`src/rtl/dmac_pkg.sv`:
```
`timescale 1ns/1ps
package dmac_pkg;

  typedef enum logic [1:0] {
    XM_SINGLE = 2'd0,
    XM_BURST  = 2'd1,
    XM_BULK   = 2'd2,
    XM_RSVD   = 2'd3
  } xmode_e;

  typedef enum logic [1:0] {
    BS_IDLE = 2'd0,
    BS_REQ  = 2'd1,
    BS_XFER = 2'd2
  } bstate_e;

  localparam logic [2:0] RS_MODE   = 3'd0;
  localparam logic [2:0] RS_COUNT  = 3'd1;
  localparam logic [2:0] RS_MADDR  = 3'd2;
  localparam logic [2:0] RS_IOADDR = 3'd3;
  localparam logic [2:0] RS_BURST  = 3'd4;
  localparam logic [2:0] RS_CLEAR  = 3'd5;

  localparam int MB_TOMEM = 2;
  localparam int MB_ARM   = 3;

endpackage

```
`src/rtl/dmac_chan_regs.sv`:
```
`timescale 1ns/1ps
module dmac_chan_regs import dmac_pkg::*; #(
  parameter int CNT_W  = 16,
  parameter int ADDR_W = 16,
  parameter int DW     = 16
) (
  input  logic              clk,
  input  logic              rst_n,
  input  logic              wr_en,
  input  logic [2:0]        wr_sel,
  input  logic [DW-1:0]     wr_data,
  input  logic              clr_i,
  input  logic              step_i,
  output xmode_e            mode_o,
  output logic              to_mem_o,
  output logic [CNT_W-1:0]  count_o,
  output logic [ADDR_W-1:0] maddr_o,
  output logic [ADDR_W-1:0] ioaddr_o,
  output logic [CNT_W-1:0]  burst_o,
  output logic              armed_o,
  output logic              done_o
);

  xmode_e             mode_q,   mode_n;
  logic               tomem_q,  tomem_n;
  logic [CNT_W-1:0]   count_q,  count_n;
  logic [ADDR_W-1:0]  maddr_q,  maddr_n;
  logic [ADDR_W-1:0]  ioaddr_q, ioaddr_n;
  logic [CNT_W-1:0]   burst_q,  burst_n;
  logic               armed_q,  armed_n;
  logic               done_q,   done_n;
  logic               wr_ok, set_zero, set_tc, reg_en;

  assign wr_ok  = wr_en && !armed_q;
  assign set_tc = step_i && (count_q == CNT_W'(1));
  assign reg_en = wr_ok || step_i;

  always_comb begin
    mode_n   = mode_q;
    tomem_n  = tomem_q;
    count_n  = count_q;
    maddr_n  = maddr_q;
    ioaddr_n = ioaddr_q;
    burst_n  = burst_q;
    armed_n  = armed_q;
    set_zero = 1'b0;
    if (wr_ok) begin
      case (wr_sel)
        RS_MODE: begin
          mode_n  = xmode_e'(wr_data[1:0]);
          tomem_n = wr_data[MB_TOMEM];
          if (wr_data[MB_ARM]) begin
            if (count_q == '0) set_zero = 1'b1;
            else               armed_n  = 1'b1;
          end
        end
        RS_COUNT:  count_n  = wr_data[CNT_W-1:0];
        RS_MADDR:  maddr_n  = wr_data[ADDR_W-1:0];
        RS_IOADDR: ioaddr_n = wr_data[ADDR_W-1:0];
        RS_BURST:  burst_n  = wr_data[CNT_W-1:0];
        default: ;
      endcase
    end
    if (step_i) begin
      count_n = count_q - CNT_W'(1);
      maddr_n = maddr_q + ADDR_W'(1);
      if (set_tc) armed_n = 1'b0;
    end
    done_n = (done_q && !clr_i) || set_zero || set_tc;
  end

  always_ff @(posedge clk or negedge rst_n) begin
    if (!rst_n) begin
      mode_q   <= XM_SINGLE;
      tomem_q  <= 1'b0;
      count_q  <= '0;
      maddr_q  <= '0;
      ioaddr_q <= '0;
      burst_q  <= '0;
      armed_q  <= 1'b0;
      done_q   <= 1'b0;
    end else begin
      if (reg_en) begin
        mode_q   <= mode_n;
        tomem_q  <= tomem_n;
        count_q  <= count_n;
        maddr_q  <= maddr_n;
        ioaddr_q <= ioaddr_n;
        burst_q  <= burst_n;
        armed_q  <= armed_n;
      end
      done_q <= done_n;
    end
  end

  assign mode_o   = mode_q;
  assign to_mem_o = tomem_q;
  assign count_o  = count_q;
  assign maddr_o  = maddr_q;
  assign ioaddr_o = ioaddr_q;
  assign burst_o  = burst_q;
  assign armed_o  = armed_q;
  assign done_o   = done_q;

  // every byte moves address up and count down by one
  p_step_r6: assert property (@(posedge clk) disable iff (!rst_n)
    step_i |=> (count_q == $past(count_q) - CNT_W'(1)) &&
               (maddr_q == $past(maddr_q) + ADDR_W'(1)));

  // last byte sets the status bit and disarms
  p_tc_r11: assert property (@(posedge clk) disable iff (!rst_n)
    (step_i && count_q == CNT_W'(1)) |=> (done_q && !armed_q));

  // an armed channel keeps its programming
  p_lock_r2: assert property (@(posedge clk) disable iff (!rst_n)
    (armed_q && !step_i) |=> ($stable(count_q) && $stable(maddr_q) && $stable(ioaddr_q)));

  // a clear with no competing set empties the bit
  p_clear_r12: assert property (@(posedge clk) disable iff (!rst_n)
    (clr_i && !set_tc && !set_zero) |=> !done_q);

endmodule

```
`src/rtl/dmac_prio.sv`:
```
`timescale 1ns/1ps
module dmac_prio #(
  parameter int NCH = 4,
  localparam int IW = (NCH > 1) ? $clog2(NCH) : 1
) (
  input  logic [NCH-1:0] req_i,
  output logic           any_o,
  output logic [IW-1:0]  idx_o
);

  always_comb begin
    idx_o = '0;
    for (int i = NCH - 1; i >= 0; i--) begin
      if (req_i[i]) idx_o = IW'(i);
    end
  end

  assign any_o = |req_i;

  // the chosen channel is requesting and no lower one is
  always_comb begin
    if (any_o) begin
      a_prio_r4: assert (req_i[idx_o] && ((req_i & ((NCH'(1) << idx_o) - NCH'(1))) == '0));
    end
  end

endmodule

```
`src/rtl/dmac_bus_fsm.sv`:
```
`timescale 1ns/1ps
module dmac_bus_fsm import dmac_pkg::*; #(
  parameter int NCH   = 4,
  parameter int CNT_W = 16,
  localparam int IW   = (NCH > 1) ? $clog2(NCH) : 1
) (
  input  logic             clk,
  input  logic             rst_n,
  input  logic             pend_any_i,
  input  logic [IW-1:0]    pend_idx_i,
  input  logic             hold_ack_i,
  input  logic             drq_sel_i,
  input  xmode_e           mode_sel_i,
  input  logic [CNT_W-1:0] count_sel_i,
  input  logic [CNT_W-1:0] burst_sel_i,
  output logic             hold_req_o,
  output logic [IW-1:0]    sel_o,
  output logic             stb_o
);

  bstate_e          state_q, state_n;
  logic [IW-1:0]    sel_q, sel_n;
  logic [CNT_W-1:0] bleft_q, bleft_n;
  logic             single_sel, last_byte, burst_end;

  assign single_sel = (mode_sel_i == XM_SINGLE) || (mode_sel_i == XM_RSVD);
  assign last_byte  = (count_sel_i == CNT_W'(1));
  assign burst_end  = (mode_sel_i == XM_BURST) && (bleft_q == CNT_W'(1));

  always_comb begin
    state_n = state_q;
    sel_n   = sel_q;
    bleft_n = bleft_q;
    stb_o   = 1'b0;
    case (state_q)
      BS_IDLE: begin
        if (pend_any_i && !hold_ack_i) begin
          state_n = BS_REQ;
          sel_n   = pend_idx_i;
        end
      end
      BS_REQ: begin
        if (hold_ack_i) begin
          state_n = BS_XFER;
          bleft_n = (burst_sel_i == '0) ? CNT_W'(1) : burst_sel_i;
        end
      end
      BS_XFER: begin
        if (drq_sel_i) begin
          stb_o   = 1'b1;
          bleft_n = bleft_q - CNT_W'(1);
          if (last_byte || single_sel || burst_end) state_n = BS_IDLE;
        end else begin
          state_n = BS_IDLE;
        end
      end
      default: state_n = BS_IDLE;
    endcase
  end

  always_ff @(posedge clk or negedge rst_n) begin
    if (!rst_n) begin
      state_q <= BS_IDLE;
      sel_q   <= '0;
      bleft_q <= '0;
    end else begin
      state_q <= state_n;
      sel_q   <= sel_n;
      bleft_q <= bleft_n;
    end
  end

  assign hold_req_o = (state_q != BS_IDLE);
  assign sel_o      = sel_q;

  // a single-mode byte ends the ownership
  p_single_r7: assert property (@(posedge clk) disable iff (!rst_n)
    (stb_o && single_sel) |=> !hold_req_o);

  // a withdrawn request in a transfer cycle releases the bus
  p_withdraw_r10: assert property (@(posedge clk) disable iff (!rst_n)
    (state_q == BS_XFER && !drq_sel_i) |=> !hold_req_o);

endmodule

```
`src/rtl/dmac_quad.sv`:
```
`timescale 1ns/1ps
module dmac_quad import dmac_pkg::*; #(
  parameter int NCH    = 4,
  parameter int CNT_W  = 16,
  parameter int ADDR_W = 16,
  parameter int DW     = 16
) (
  input  logic                   clk,
  input  logic                   rst_n,
  input  logic                   cfg_we,
  input  logic [$clog2(NCH)-1:0] cfg_chan,
  input  logic [2:0]             cfg_sel,
  input  logic [DW-1:0]          cfg_wdata,
  input  logic [NCH-1:0]         drq_i,
  output logic [NCH-1:0]         dack_o,
  output logic                   hold_req_o,
  input  logic                   hold_ack_i,
  output logic                   xfer_stb_o,
  output logic                   xfer_to_mem_o,
  output logic [ADDR_W-1:0]      mem_addr_o,
  output logic [ADDR_W-1:0]      io_addr_o,
  output logic                   irq_o,
  output logic [NCH-1:0]         irq_status_o
);

  localparam int CHW = $clog2(NCH);

  xmode_e            ch_mode   [NCH];
  logic              ch_tomem  [NCH];
  logic [CNT_W-1:0]  ch_count  [NCH];
  logic [ADDR_W-1:0] ch_maddr  [NCH];
  logic [ADDR_W-1:0] ch_ioaddr [NCH];
  logic [CNT_W-1:0]  ch_burst  [NCH];
  logic [NCH-1:0]    ch_armed;
  logic [NCH-1:0]    ch_done;
  logic [NCH-1:0]    pend;
  logic              pend_any;
  logic [CHW-1:0]    pend_idx;
  logic [CHW-1:0]    sel;
  logic              stb;
  logic              clr_req;

  assign clr_req = cfg_we && (cfg_sel == RS_CLEAR);

  for (genvar g = 0; g < NCH; g++) begin : g_ch
    dmac_chan_regs #(.CNT_W(CNT_W), .ADDR_W(ADDR_W), .DW(DW)) u_regs (
      .clk      (clk),
      .rst_n    (rst_n),
      .wr_en    (cfg_we && (cfg_chan == CHW'(g))),
      .wr_sel   (cfg_sel),
      .wr_data  (cfg_wdata),
      .clr_i    (clr_req && cfg_wdata[g]),
      .step_i   (stb && (sel == CHW'(g))),
      .mode_o   (ch_mode[g]),
      .to_mem_o (ch_tomem[g]),
      .count_o  (ch_count[g]),
      .maddr_o  (ch_maddr[g]),
      .ioaddr_o (ch_ioaddr[g]),
      .burst_o  (ch_burst[g]),
      .armed_o  (ch_armed[g]),
      .done_o   (ch_done[g])
    );
  end

  assign pend = ch_armed & drq_i;

  dmac_prio #(.NCH(NCH)) u_prio (
    .req_i (pend),
    .any_o (pend_any),
    .idx_o (pend_idx)
  );

  dmac_bus_fsm #(.NCH(NCH), .CNT_W(CNT_W)) u_fsm (
    .clk         (clk),
    .rst_n       (rst_n),
    .pend_any_i  (pend_any),
    .pend_idx_i  (pend_idx),
    .hold_ack_i  (hold_ack_i),
    .drq_sel_i   (drq_i[sel]),
    .mode_sel_i  (ch_mode[sel]),
    .count_sel_i (ch_count[sel]),
    .burst_sel_i (ch_burst[sel]),
    .hold_req_o  (hold_req_o),
    .sel_o       (sel),
    .stb_o       (stb)
  );

  always_comb begin
    dack_o = '0;
    if (stb) dack_o[sel] = 1'b1;
  end

  assign xfer_stb_o    = stb;
  assign xfer_to_mem_o = ch_tomem[sel];
  assign mem_addr_o    = ch_maddr[sel];
  assign io_addr_o     = ch_ioaddr[sel];
  assign irq_status_o  = ch_done;
  assign irq_o         = |ch_done;

  // bytes move only on a granted bus
  p_grant_r3: assert property (@(posedge clk) disable iff (!rst_n)
    xfer_stb_o |-> (hold_req_o && hold_ack_i));

  // exactly one acknowledge with each strobe, none otherwise
  p_dack_r5: assert property (@(posedge clk) disable iff (!rst_n)
    $countones(dack_o) == (xfer_stb_o ? 1 : 0));

  // a new hold request follows a seen-low acknowledge
  p_regrant_r14: assert property (@(posedge clk) disable iff (!rst_n)
    $rose(hold_req_o) |-> $past(!hold_ack_i));

endmodule

```
`config.mk`:
```
export PLATFORM = sky130hd
export DESIGN_NAME = dmac_quad
export DESIGN_NICKNAME = d
export VERILOG_FILES = /design/src/rtl/dmac_pkg.sv /design/src/rtl/dmac_chan_regs.sv /design/src/rtl/dmac_prio.sv /design/src/rtl/dmac_bus_fsm.sv /design/src/rtl/dmac_quad.sv
export SDC_FILE = /design/constraint.sdc
export NUM_CORES = 1
export LEC_CHECK = 0
export BUFFER_PORTS_ARGS = -buffer_cell sky130_fd_sc_hd__buf_2
export CAP_MARGIN = 20
export CORE_AREA = 2 2 178 180
export DETAILED_ROUTE_END_ITERATION = 10
export DIE_AREA = 0 0 180 182
export PLACE_DENSITY = 0.76
export SYNTH_ARGS = -nofsm -noshare
export SYNTH_HDL_FRONTEND = slang
export SYNTH_HIERARCHICAL = 1
export SYNTH_SLANG_ARGS = --single-unit
```
`constraint.sdc`:
```
create_clock -name clk -period 3.01 [get_ports clk]
set_input_delay 0.903 -clock clk [delete_from_list [all_inputs] [get_ports clk]]
set_output_delay 0.903 -clock clk [all_outputs]
set_load 0.005 [all_outputs]
```
==> flow_metrics.tcl, run 1 <==
set metrics [dict create \
    detailedPlacementHpwl_mm 29.5 \
    synthesis.nets 1524 \
    grt_pass1_wl_mm 70.8 \
    timing.clock.skew_ns 0.0115 \
    clock_tree.buffer_depth 3 \
    coreArea_mm2 0.0310 \
    end_kind "primary output" \
    clock_power_share 0.248 \
    outcome "finished with violations" \
    drtPass1Iterations 5 \
    cell_internal_pwr_mw 10.6 \
    instances_no_fill 1989 \
    post_synth.cell_area_avg_um2 11.8 \
    report.power.total_mw 16.7 \
    cp_data_arrival_time_ns 2.11 \
    port_buffers 72 \
    drt_iter0_markers 1021 \
    power.density_cell_area_mw_per_mm2 855 \
    netlist-cell-type-count 87 \
    nNetsFinal 1609 \
    antenna_found_initial 0 \
    layout-drive-gt1-share 0.285 \
    setup_viol 1 \
    worstSetupStartpointType "input port" \
    power_frac_comb 0.332 \
    gr-total-overflow 0 \
    max_slew_margin 0.417 \
    timing.fmax_mhz 332 \
    setup_ws_ns -0.00448 \
    ys_seq_area_frac 0.425 \
    hold_path_class "in -> async" \
    final-max-slew-violation-count 0 \
    cts_num_sinks 296 \
    setup_tns_ns -0.00448 \
    vias 12800 \
    final.period_utilization 1.00 \
    static-leakage-power_nw 7.89 \
    failed_checks "setup timing" \
    syn-cell-area_mm2 0.0174 \
    tightest_pin_transition_ns 0.867 \
    tritoncts "built" \
    path_max_fanout 6 \
    die_area_mm2 0.0328 \
    power.share.sequential 0.420 \
    floorplan.rows 65 \
    synthCells 1476 \
    routed_wl_mm 44.9 \
    fin_hold_ws_ns 0.298 \
    unrepaired_setup_endpoints_after_global_routing "true" \
    worst_ir_drop_vdd_v 0.000404 \
    ctsRootBufferMaster "clkbuf_16" \
    synth-seq-cells 296 \
    ws_path_type "in -> out" \
    grt_use_total 0.273 \
    required_ns 2.11 \
    avgRoutedWirePerCell_um 22.6 \
    first_global_vias 12600 \
    floorplan.initialDensity 0.562 \
    io_pins 73 \
    placedCellCount 1922 \
    yosys_warnings 6 \
    power.switching_mw 6.04 \
    post-route-min-period_ns 3.01 \
    async_flop_share 1.00 \
    die_h_um 182 \
    synth-edff-count 0 \
    p_sw_frac 0.363 \
    die-width_um 180 \
    postRouteAntennaNets 0 \
    hold_violations 0 \
    areaGrowthSynthToFinish_pct 11.8 \
    place_congestion 0.905 \
    cts-buffers-inserted 34 \
    timing.reg2reg.setup_slack_ns 0.38 \
    post_detailed_route_drc_marker_count 0 \
    grt_start_max_net_pins 73 \
    clkSlewWorstSetupHoldPaths_ns 0.06 \
    route.detailed.vias_per_inst 6.42 \
    antenna_cells 0 \
    clock_latency_late_sink_ns 0.52 \
    htree_num_levels 2 \
    ys_dominant_reg_cell "dfrtp_1" \
    timing.max_cap.violations 0 \
]
## power groups by stage
stage | Combinational [mW] | Clock [mW] | Sequential [mW]
floorplan | 4.34 | 0 | 6.35
global placement | 5.23 | 0 | 6.90
detailed placement | 5.44 | 0 | 6.98
CTS | 5.56 | 4.17 | 6.94
global route | 6.03 | 4.33 | 7.18
finish | 5.53 | 4.12 | 6.99
## critical path, stage by stage
cell and delay [ns]:
buf_2 0.10, mux4_2 0.44, and3b_2 0.30, and3b_2 0.24, buf_2 0.12
## synthesized netlist by cell type, types with 9 or more instances
| library cell | count | area share |
|---|---|---|
| nand2b_1 | 9 | 0.0032 |
| nand4b_1 | 9 | 0.0045 |
| o21ai_0 | 16 | 0.0046 |
| nand2_1 | 90 | 0.019 |
| mux4_2 | 68 | 0.088 |
| nand4_1 | 41 | 0.015 |
| and2_1 | 15 | 0.0054 |
| nor4_1 | 36 | 0.013 |
| nor3_1 | 47 | 0.014 |
| xnor2_1 | 58 | 0.029 |
| dfrtp_1 | 296 | 0.43 |
| nand3_1 | 41 | 0.012 |
| buf_2 | 26 | 0.0075 |
| a21oi_1 | 61 | 0.018 |
| o221a_2 | 15 | 0.0097 |
| ha_1 | 19 | 0.014 |
| mux2_4 | 30 | 0.026 |
| o21ai_1 | 13 | 0.0037 |
| clkbuf_1 | 20 | 0.0043 |
| o22ai_1 | 12 | 0.0043 |
| nor2_1 | 68 | 0.015 |
| mux2i_1 | 155 | 0.089 |
| xor2_1 | 12 | 0.0060 |
| mux2_2 | 103 | 0.067 |
| inv_1 | 39 | 0.0084 |
## placed cells by master, fill, tap and decap left out, types with 15 or more instances in the layout
cell	instances
dfrtp_1	294
mux2i_1	155
mux2_2	103
nand2_1	90
buf_2	69
mux4_2	68
nor2_1	67
a21oi_1	61
xnor2_1	58
nor3_1	47
buf_4	42
nand3_1	41
nand4_1	41
inv_1	39
nor4_1	36
clkbuf_16	34
mux2_4	30
ha_1	19
o21ai_0	16
and2_1	15
o221a_2	15
## final timing paths
check                                        startpoint                          end  depth (start not counted)
worst max-delay path                           drq_i[3]                    dack_o[1]                          5
worst min-delay path                              rst_n  g_ch[1].u_regs/ioaddr_o[13]                          1
worst max register to register           u_fsm/sel_o[0]   g_ch[0].u_regs/maddr_o[11]                          8
worst min register to register  g_ch[1].u_regs/to_mem_o      g_ch[1].u_regs/to_mem_o                          2
max in group asynchronous                         rst_n    g_ch[1].u_regs/count_o[7]                          2
min in group clk                g_ch[1].u_regs/to_mem_o      g_ch[1].u_regs/to_mem_o                          2
## final cells by class
type                    instances  area (um2)
flip-flops and latches        296        7410
fillers                      2313       11500
clock inverters                14         146
clock buffers                  48         963
inverters                      42         158
multi-input cells            1062        9360
well taps                     402         503
repair buffers                125         931
## sequential cells by signal, indices dropped and copies added (netlist names)
name / flops
g_ch.u_regs/count_o: 64
g_ch.u_regs/done_o: 4
u_fsm/sel_o: 2
u_fsm/bleft_q: 16
u_fsm/state_q: 2
g_ch.u_regs/armed_o: 4
g_ch.u_regs/burst_o: 64
g_ch.u_regs/mode_o: 8
g_ch.u_regs/maddr_o: 64
g_ch.u_regs/to_mem_o: 4
g_ch.u_regs/ioaddr_o: 64
## kinds of logic (layout without fill, tap and decap cells)
kind of cell / after synthesis / after routing / share of synthesized area
xor+xnor: 70 / 70 / 0.0352
fa+ha+maj: 19 / 19 / 0.0136
mux: 356 / 356 / 0.269
flops: 296 / 296 / 0.425
buf+inv: 118 / 229 / 0.0394
compound gates: 179 / 179 / 0.0700
simple gates: 438 / 438 / 0.147
## through the flow
step | setup WS (ns) | instance area, um2 | utilization
2_1_floorplan | 0.136 | 17400 | -
3_3_place_gp | -0.115 | 18300 | 0.590
3_5_place_dp | -0.124 | 18300 | 0.590
4_1_cts | -0.0260 | 19500 | 0.629
5_1_grt | -0.0330 | 19500 | 0.629
6_report | -0.00448 | 19500 | 0.629
## repair_timing
item,4_1_cts,5_1_grt
setup endpoints to repair,38,31
buffers inserted,2,3
gates resized for setup,7,0
hold buffers,0,0
cloned,1,0
hold endpoints to repair,0,0
## metal layers
layer | part of all wire | track usage
met1 | 0.43 | 0.384
met2 | 0.48 | 0.438
met3 | 0.059 | 0.0371
met4 | 0.031 | 0.0940
met5 | 0 | 0
Note: power is estimated with default switching activity, not from simulation.
==> inputs of run 2 (changes only) <==
--- a/config.mk
+++ b/config.mk
@@ -10,7 +10,8 @@
 export CORE_AREA = 2 2 178 180
 export DETAILED_ROUTE_END_ITERATION = 10
 export DIE_AREA = 0 0 180 182
-export PLACE_DENSITY = 0.76
+export PLACE_DENSITY = 0.73
+export RECOVER_POWER = 100
 export SYNTH_ARGS = -nofsm -noshare
 export SYNTH_HDL_FRONTEND = slang
 export SYNTH_HIERARCHICAL = 1
==> constraint.sdc (replaced) <==
create_clock -name clk -period 3.8 [get_ports clk]
set_input_delay 1.14 -clock clk [delete_from_list [all_inputs] [get_ports clk]]
set_output_delay 1.14 -clock clk [all_outputs]
set_load 0.005 [all_outputs]
==> flow_metrics.tcl, run 2 (synthesized netlist as in run 1, its figures left out) <==
set metrics [dict create \
    timing.fmax_mhz 276 \
    final_cell_mix "dfrtp_1 (294), mux2i_1 (155), mux2_2 (102)" \
    worstReg2RegStart "u_fsm/sel_o[0]" \
    failed_checks "capacitance limit, slew limit" \
    ctsRootBufferMaster "clkbuf_16" \
    postRouteAntennaNets 0 \
    grt_start_max_net_pins 75 \
    hold_violations 0 \
    placedCellCount 1904 \
    power.density_cell_area_mw_per_mm2 691 \
    floorplan.rows 65 \
    critPathSlowestCell "mux4_2" \
    grt_use_total 0.274 \
    outcome "finished with violations" \
    cp_common_cell "clkbuf_1" \
    setup_tns_ns 0 \
    tritoncts "built" \
    post-route-min-period_ns 3.62 \
    slowest_delay_ns 0.46 \
    io_pins 73 \
    nNetsFinal 1587 \
    path_max_fanout 8 \
    ctsHoldBuffers 0 \
    cp_data_arrival_time_ns 2.48 \
    setup_viol 0 \
    clock_tree.buffer_depth 3 \
    max_slew_margin -0.244 \
    gates_resized_cts_repair 0 \
    cts_num_sinks 296 \
    instances_no_fill 1966 \
    tightest_pin_transition_ns 1.87 \
    post_detailed_route_drc_marker_count 0 \
    required_ns 2.66 \
    clkSlewWorstSetupHoldPaths_ns 0.06 \
    grt_pass1_wl_mm 71.2 \
    final.period_utilization 0.952 \
    r2r.worst_path.cells 7 \
    path_cells "buf_2, mux4_2, and3b_1, clkbuf_1, clkbuf_1" \
    path_buf_inv 3 \
    vias 12800 \
    report.power.total_mw 13.1 \
    worstSetupStartpointType "input port" \
    unrepaired_setup_endpoints_after_global_routing "false" \
    route.detailed.vias_per_inst 6.50 \
    die_h_um 182 \
    clock_latency_late_sink_ns 0.52 \
    htree_num_levels 2 \
    ws_path_type "in -> out" \
    antenna_cells 0 \
    timing.max_cap.violations 1 \
    place_congestion 0.894 \
    die_area_mm2 0.0328 \
    static-leakage-power_nw 7.46 \
    post_route_cell_area_mm2 0.0189 \
    cts-buffers-inserted 34 \
    gr-total-overflow 0 \
    port_buffers 72 \
    routed_wl_mm 44.9 \
    worst_hold_path.num_cells 2 \
    detailedPlacementHpwl_mm 29.5 \
    layout.filler_cells 2436 \
    timing.hold.worst.start "g_ch[3].u_regs/mode_o[0]" \
    hold_path_class "reg -> reg" \
    areaGrowthSynthToFinish_pct 8.69 \
    floorplan.initialDensity 0.562 \
    die-width_um 180 \
    regToRegEndpoint "g_ch[3].u_regs/maddr_o[8]" \
    first_global_vias 12700 \
    drtPass1Iterations 6 \
    post-cts-setup-buffers 0 \
    layout-drive-gt1-share 0.229 \
    final-max-slew-violation-count 73 \
    avgRoutedWirePerCell_um 22.9 \
    end_kind "primary output" \
    coreArea_mm2 0.0310 \
    dpl_cell_area_mm2 0.0181 \
    worst_ir_drop_vdd_v 0.000356 \
    antenna_found_initial 0 \
    drt_iter0_markers 1162 \
    timing.critical_path.max_delay_family "buffers and inverters" \
    timing.clock.skew_ns 0.0213 \
    timing.reg2reg.setup_slack_ns 0.51 \
    whs_endpoint "g_ch[3].u_regs/mode_o[0]" \
    mostFrequentLayoutCell "dfrtp_1" \
]
==> run 2: changes by cell type in the layout (fill, tap and decap cells not counted), sizes merged <==
cell,change
bufbuf,-1
bufinv,+1
clkbuf,+28
buf,-49
clkinv,-2
==> run 2: metal layers <==
layer	vias to the layer above	part of all wire	global-route usage
met2	453	0.47	0.436
met1	6543	0.43	0.387
met3	100	0.061	0.0351
li1	5692	-	-
met4	0	0.038	0.105
met5	-	0	0
==> run 2: worst max-delay path by stage <==
stage                  start  slack, ns  cells past startpoint                         to
finish              drq_i[3]       0.18                      5                 xfer_stb_o
global route           rst_n       0.12                      2  g_ch[2].u_regs/count_o[3]
CTS                 drq_i[3]       0.21                      5                  dack_o[3]
detailed placement  drq_i[3]       0.21                      5                  dack_o[1]
global placement    drq_i[3]       0.23                      5                  dack_o[3]
floorplan           drq_i[3]       0.45                      8  g_ch[3].u_regs/count_o[0]
==> run 2: power by group <==
group	switching (mW)	leakage [nW]	internal, mW
logic	2.00	3.19	2.22
registers	1.42	3.72	4.13
clock network	1.33	0.553	1.97
==> run 2: worst reg2reg max path: cells and delay by family, from the launching register on <==
family	cells	cell delay [ns]
buf+inv	3	1.31
flops	1	0.44
mux	2	0.82
simple gates	2	0.62
==> run 2: final cells by class <==
cell class              instances  area [um2]  area share
flip-flops and latches        296        7410       0.392
inverters                      42         158     0.00833
clock buffers                  48         955      0.0504
multi-input cells            1062        9170       0.484
well taps                     402         503      0.0266
repair buffers                103         574      0.0303
clock inverters                13         163     0.00859
==> run 2: through the flow <==
stage / worst slack (ns) / hold slack (ns) / util
2_1_floorplan: 0.448 / 0.440 / -
3_3_place_gp: 0.228 / 0.455 / 0.583
3_5_place_dp: 0.212 / 0.459 / 0.583
4_1_cts: 0.206 / 0.473 / 0.619
5_1_grt: 0.118 / 0.495 / 0.611
6_report: 0.183 / 0.472 / 0.611
